[src/rtl/prbs_lfsr_pkg.sv]
// Package: shared types for the five-stage PRBS generator.
// Assumes: no other package defines these names.
package prbs_lfsr_pkg;

    // Feedback polarity of the shift register
    typedef enum logic {
        FB_XOR  = 1'b0,
        FB_XNOR = 1'b1
    } fb_mode_e;

endpackage

[src/rtl/lfsr_feedback.sv]
// Module: lfsr_feedback
// Forms the shifted next value of a Fibonacci LFSR from two tap stages.
// The new bit enters stage 0. XNOR mode inverts the combined tap value.
// Assumes: TAP_HI and TAP_LO are below WIDTH and give a primitive polynomial.
module lfsr_feedback
    import prbs_lfsr_pkg::*;
#(
    parameter int WIDTH  = 5,
    parameter int TAP_HI = 4,
    parameter int TAP_LO = 2
) (
    input  logic [WIDTH-1:0] cur,
    input  fb_mode_e         mode,
    output logic [WIDTH-1:0] shifted
);

    logic tap_mix;
    logic new_bit;

    // Combine the taps and apply the selected polarity
    always_comb begin
        tap_mix = cur[TAP_HI] ^ cur[TAP_LO];
        new_bit = (mode == FB_XNOR) ? ~tap_mix : tap_mix;
    end

    // Shift toward the high stage and insert the new bit at stage 0
    assign shifted = {cur[WIDTH-2:0], new_bit};

endmodule

[src/rtl/lockup_guard.sv]
// Module: lockup_guard
// Gives the reset seed for the active polarity and flags the stall state.
// The stall state is all zeros for XOR and all ones for XNOR.
// Assumes: WIDTH is at least 2.
module lockup_guard
    import prbs_lfsr_pkg::*;
#(
    parameter int WIDTH = 5
) (
    input  logic [WIDTH-1:0] cur,
    input  fb_mode_e         mode,
    output logic             locked,
    output logic [WIDTH-1:0] seed
);

    localparam logic [WIDTH-1:0] ALL_ZERO  = '0;
    localparam logic [WIDTH-1:0] ALL_ONE   = '1;
    localparam logic [WIDTH-1:0] SEED_XOR  = {{(WIDTH-1){1'b0}}, 1'b1};
    localparam logic [WIDTH-1:0] SEED_XNOR = ~SEED_XOR;

    // Choose the seed and the stall pattern of the active polarity
    always_comb begin
        if (mode == FB_XNOR) begin
            seed   = SEED_XNOR;
            locked = (cur == ALL_ONE);
        end else begin
            seed   = SEED_XOR;
            locked = (cur == ALL_ZERO);
        end
    end

endmodule

[src/rtl/term_detect.sv]
// Module: term_detect
// Raises the hit flag while enabled and the state equals the terminal value.
// Assumes: the caller drives a registered state, so the flag never glitches
// across a clock edge.
module term_detect #(
    parameter int WIDTH = 5
) (
    input  logic [WIDTH-1:0] cur,
    input  logic [WIDTH-1:0] term,
    input  logic             en,
    output logic             hit
);

    // Compare the state with the terminal value, gated by enable
    assign hit = en && (cur == term);

endmodule

[src/rtl/prbs_lfsr5.sv]
// Module: prbs_lfsr5 (top)
// Maximal-length LFSR with run-time XOR/XNOR feedback. Stage 4 drives the
// serial output. A terminal-state match makes the block usable as a counter.
// On an enabled step from the stall state, the seed is reloaded.
// Assumes: synchronous active-low reset; the default taps give a 31-state cycle.
module prbs_lfsr5
    import prbs_lfsr_pkg::*;
#(
    parameter int WIDTH  = 5,
    parameter int TAP_HI = 4,
    parameter int TAP_LO = 2
) (
    input  logic             clk,
    input  logic             rst_n,
    input  logic             en,
    input  logic             xnor_sel,
    input  logic [WIDTH-1:0] term_val,
    output logic             prbs_out,
    output logic [WIDTH-1:0] state_out,
    output logic             term_hit
);

    localparam logic [WIDTH-1:0] STALL_XOR  = '0;
    localparam logic [WIDTH-1:0] STALL_XNOR = '1;
    localparam logic [WIDTH-1:0] SEED_XOR   = {{(WIDTH-1){1'b0}}, 1'b1};
    localparam logic [WIDTH-1:0] SEED_XNOR  = ~SEED_XOR;

    fb_mode_e          mode;
    logic [WIDTH-1:0]  state_q;
    logic [WIDTH-1:0]  shifted;
    logic [WIDTH-1:0]  seed;
    logic              locked;

    assign mode = fb_mode_e'(xnor_sel);

    lfsr_feedback #(
        .WIDTH (WIDTH),
        .TAP_HI(TAP_HI),
        .TAP_LO(TAP_LO)
    ) u_feedback (
        .cur    (state_q),
        .mode   (mode),
        .shifted(shifted)
    );

    lockup_guard #(
        .WIDTH(WIDTH)
    ) u_guard (
        .cur   (state_q),
        .mode  (mode),
        .locked(locked),
        .seed  (seed)
    );

    term_detect #(
        .WIDTH(WIDTH)
    ) u_term (
        .cur (state_q),
        .term(term_val),
        .en  (en),
        .hit (term_hit)
    );

    // State register: load the seed on reset, step or recover when enabled
    always_ff @(posedge clk) begin
        if (!rst_n) begin
            state_q <= seed;
        end else if (en) begin
            state_q <= locked ? seed : shifted;
        end
    end

    assign state_out = state_q;
    assign prbs_out  = state_q[WIDTH-1];


    hold_chk: assert property (@(posedge clk) disable iff (!rst_n)
        !en |=> $stable(state_q));


    step_xor_chk: assert property (@(posedge clk) disable iff (!rst_n)
        (en && !xnor_sel && state_q != STALL_XOR) |=>
        state_q == {$past(state_q[WIDTH-2:0]),
                    $past(state_q[TAP_HI] ^ state_q[TAP_LO])});


    step_xnor_chk: assert property (@(posedge clk) disable iff (!rst_n)
        (en && xnor_sel && state_q != STALL_XNOR) |=>
        state_q == {$past(state_q[WIDTH-2:0]),
                    ~$past(state_q[TAP_HI] ^ state_q[TAP_LO])});


    recover_xor_chk: assert property (@(posedge clk) disable iff (!rst_n)
        (en && !xnor_sel && state_q == STALL_XOR) |=> state_q == SEED_XOR);


    recover_xnor_chk: assert property (@(posedge clk) disable iff (!rst_n)
        (en && xnor_sel && state_q == STALL_XNOR) |=> state_q == SEED_XNOR);

endmodule

[config.mk]
export PLATFORM = sky130hd
export DESIGN_NAME = prbs_lfsr5
export DESIGN_NICKNAME = d
export VERILOG_FILES = /design/src/rtl/prbs_lfsr_pkg.sv /design/src/rtl/lfsr_feedback.sv /design/src/rtl/lockup_guard.sv /design/src/rtl/term_detect.sv /design/src/rtl/prbs_lfsr5.sv
export SDC_FILE = /design/constraint.sdc
export NUM_CORES = 1
export LEC_CHECK = 0
export ABC_AREA = 1
export BUFFER_PORTS_ARGS = -buffer_cell sky130_fd_sc_hd__buf_2
export CAP_MARGIN = 20
export CORE_AREA = 4 4 41 43
export DETAILED_ROUTE_END_ITERATION = 7
export DIE_AREA = 0 0 45 47
export PLACE_DENSITY = 0.51
export SYNTH_ARGS = -nofsm -noshare
export SYNTH_HDL_FRONTEND = slang
export SYNTH_SLANG_ARGS = --single-unit
[constraint.sdc]
create_clock -name clk -period 1.44 [get_ports clk]
set_input_delay 0.144 -clock clk [delete_from_list [all_inputs] [get_ports clk]]
set_output_delay 0.144 -clock clk [all_outputs]
set_load 0.02 [all_outputs]
==> Word-level counts from Yosys, hierarchy flattened <==
Index checks and enable logic that the tools add are counted.
{ "totals": {"wordCells": 14, "out_inout_bits": 7, "regBits": 5} }
{ "classes": {"bitwise": 2, "n_mux": 6, "n_reduce_logical": 2, "eq_ne": 3} }
{ "ops": {"columns": ["operator", "n"], "rows": [
  ["5-bit two-way mux", 4],
  ["5-bit equality test", 1],
  ["5-bit equality test, second input constant", 1],
  ["5-bit zero test", 1],
  ["1-bit two-way mux", 2],
  ["2-bit by 1-bit inequality test with 1-bit output, second input constant", 1],
  ["1-bit logical AND", 1],
  ["1-bit inverter", 1],
  ["1-bit bitwise XOR", 1]
]} }

==> Depth between registers and ports, before layout <==
{ "logic_depth": {"ltp_word": 6, "ltp_mapped": 7, "mapped_depth_nobuf": 7} }

==> Modules after synthesis <==
Synthesis repeated with hierarchy kept, for this count alone.
{ "unflattened": {"hier_cells": 76, "hier_area_um2": 478.0} }
{ "by_module_without_submodules": {"columns": ["module", "seq_area_each_um2", "cells_each", "area_each_um2", "instances"], "rows": [
  ["prbs_lfsr5", 150.1, 25, 237.7, 1],
  ["term_detect", 0.0, 21, 91.3, 1],
  ["lockup_guard", 0.0, 16, 76.3, 1],
  ["lfsr_feedback", 0.0, 14, 72.6, 1]
]} }

==> Least setup slack after synthesis <==
OpenSTA, ideal clock, no wires.
{ "synth_path": {"kind": "register -> output", "from": "register state_q[3], in the netlist state_out[3]", "to": "output port term_hit", "required_ps": 1296, "n_path_buf": 0, "t_arrival_ps": 1103, "path_stages_with_launch": 6, "path_slack_ps": 193, "cell_sequence": "edfxtp_1 -> inv_1 -> nor2_1 -> nor2_1 -> nand4_1 -> nor2_1"} }
{ "synth_between": {"elab_chain_len": 2} }
{ "synth_rtl": {"columns": ["element", "line_no", "rtl"], "rows": [
  ["start: declaration", "prbs_lfsr5.sv:29", "logic [WIDTH-1:0] state_q;"],
  ["start signal: assignment", "prbs_lfsr5.sv:69", "state_q <= locked ? seed : shifted;"],
  ["5-bit equality test", "term_detect.sv:15", "assign hit = en && (cur == term);"],
  ["1-bit logical AND", "term_detect.sv:15", null],
  ["end: declaration", "prbs_lfsr5.sv:20", "output logic term_hit"]
]} }
Every way passes these cells.

==> Worst setup path in the final report <==
{ "layout_path": {"from": "register state_q[2], in the netlist state_out[2]", "to": "output port term_hit"} }
The elaborated chain is that of the path after synthesis.

==> impl_results.md <==
* Status: complete, no violations
* Worst-path clk slew at 40 ps
* Minimum setup slack after placement at 294 ps
* Mean Syn Cell Area at 7.26 um2
* CTS H-Tree Depth at 1
* Highest metal used: met4
* Post-Synthesis Net Count at 55
* Die ar. at 0.00212 mm2
* DRT met1 WL at 355 um
* Cell variety after synth at 11
* Via density per instance at 4.17
* Largest net degree at the start of global routing at 6
* Iter 0 DRT Violations at 4
* Post-Route Utilization at 0.374
* DPL Wire Length at 622 um
* Fmax at 733 MHz
* Measured slew at the worst slew-check pin at 211 ps
* CP top delay family: flip-flops
* Sum Neg Setup Slack at 0 ps
* Max Slew Vio Count at 0
* Setup crit end kind: output port
* Placer Congestion at 0.781
* Hold Buf Count CTS at 0
* Share of layout cells above drive strength 1 at 0.362
* Post-route ant nets at 0
* Total of warnings raised by yosys at 0
* Post-synthesis adder-cell area fraction at 0
* Worst slew margin at 0.859
* Synth Area in XOR/XNOR at 0.0524
* Fin crit period at 1370 ps
* FF+latch count, synth at 5
* DRC at 0
* Nets at 79
* Largest register FFs at 5
* Synthesized instance count at 46
* Antenna violations before repair at 0
* Clk_lat worst skew at 240 ps
* Ports at 16
* FP Rows at 13
* Die W at 45 um
* Compound-gate portion of the synthesized area at 0.0599
* PD cells at 1020 mW/mm2
* Inserted Clock Buffers at 3
* Max Cap Viol at 0
* CTS tree: done
* Classification of the worst setup path: reg -> out
* Crit path buffers/inverters at 1
* Routed WL per cell at 9.75 um
* Initial Util at 0.257
* Routed met3 length at 60 um
* Via count at 350
* Drt pass-1 iters at 3
* Worst VDD drop at 672 uV
* Vias in the first global route at 322
* All-Layer GR Usage at 0.0859
* Die Y at 47 um
* Sequential element share of the synthesized area at 0.449
* Critical path, cell by cell: xnor2_1 > nand4_1 > nor2_1 > buf_4
* Leak pwr at 0.000257 uW
* # clock sinks at 5
* Post-Synth Simple-Gate Area at 0.337
* Final setup margin at 75.0 ps
* CP max stage cell: edfxtp_1
* Worst-path maximum fanout at 5
* Largest family of logic cells by synthesized area: simple AND/OR/NAND/NOR gates
* Setup Viol. Count Final at 0
* CP arrival at 1220 ps
* Tcrit/Tclk final at 0.948
* Hold Vio Cnt, Final at 0
* Core box area at 0.00130 mm2
* Post-synthesis mux area share at 0
* Final Skew at 6.11 ps
* Area grow syn2layout at 45.7%
* Critical Path Source Type: flop
* Port bufs at 15
* Mapped Area at 334 um2
* Worst hold path type: in -> reg
* Slowest stage delay, CP at 450 ps
* Max clock buf depth at 2
* First-pass GRT wire length at 1.26 mm
* Crit path required time at 1300 ps
* Antenna cells at 0
* Total gr overflow at 0
* Root Buffer: clkbuf_4
* Drt total wl at 819 um
* Metal2 WL at 394 um
## worst min-delay path: stages
cell and delay [ps]:
buf_2 130, nand2_1 60, nand2_1 70
## metal layers
| metal | up-vias | track usage |
|---|---|---|
| met4 | 0 | 0.0702 |
| met5 | - | 0 |
| met3 | 2 | 0.0383 |
| met2 | 11 | 0.130 |
| met1 | 146 | 0.0926 |
| li1 | 191 | - |
## stage by stage
stage / power (uW) / hold WS (ps) / cell area [um2] / instances
2_1_floorplan: 275 / 330 / 334 / 46
3_3_place_gp: 317 / 524 / 420 / 75
3_5_place_dp: 317 / 516 / 420 / 75
4_1_cts: 480 / 268 / 447 / 79
5_1_grt: 542 / 273 / 487 / 84
6_report: 498 / 278 / 487 / 84
## synth_stat cells
cell type | n | area (um2)
nand4_1 | 2 | 12.5
edfxtp_1 | 5 | 150
buf_4 | 1 | 7.51
or2_1 | 2 | 12.5
o21ai_0 | 3 | 15.0
nand3_1 | 1 | 5.00
nor2_1 | 6 | 22.5
nand2_1 | 16 | 60.1
inv_1 | 7 | 26.3
o21ai_1 | 1 | 5.00
xnor2_1 | 2 | 17.5
## layout by cell type, fill, tap and decap left out, drive strengths merged
cell,count
edfxtp,5
nand2,16
nand4,2
buf,20
nor2,6
clkbuf,4
xnor2,2
or2,2
inv,7
nand3,1
o21ai,4
## what timing repair did
action,4_1_cts,5_1_grt
endpoints found under the setup margin,0,1
buffers inserted,0,5
gates resized for setup,0,3
## cell type report
type	instances	area (um2)
clock buffers	4	26.3
fillers	150	815
inverters	7	26.3
multi-input cells	33	150
flip-flops and latches	5	150
well taps	15	18.8
repair buffers	20	115
## where the power goes
part           switching, uW  internal (uW)  total (uW)  leakage [uW]
Clock                   55.1            105         160     0.0000150
Sequential              14.1            181         195     0.0000521
Combinational           79.9           62.9         143      0.000190
## final timing paths
| kind | startpoint | to | slack [ps] | cells after the start |
|---|---|---|---|---|
| max | state_out[2] | term_hit | 70 | 4 |
| max reg2reg | state_out[0] | state_out[0] | 230 | 7 |
| min reg2reg | state_out[3] | state_out[4] | 660 | 2 |
| min | rst_n | state_out[3] | 280 | 3 |
## cell families (layout without fill, tap and decap cells)
group,after synthesis,count (layout)
xor gates and xnor gates,2,2
and+or+nand+nor,27,27
buffers and inverters,8,31
DFF,5,5
AOI/OAI and AO/OA,4,4
Power figures use the tool's default switching activity.
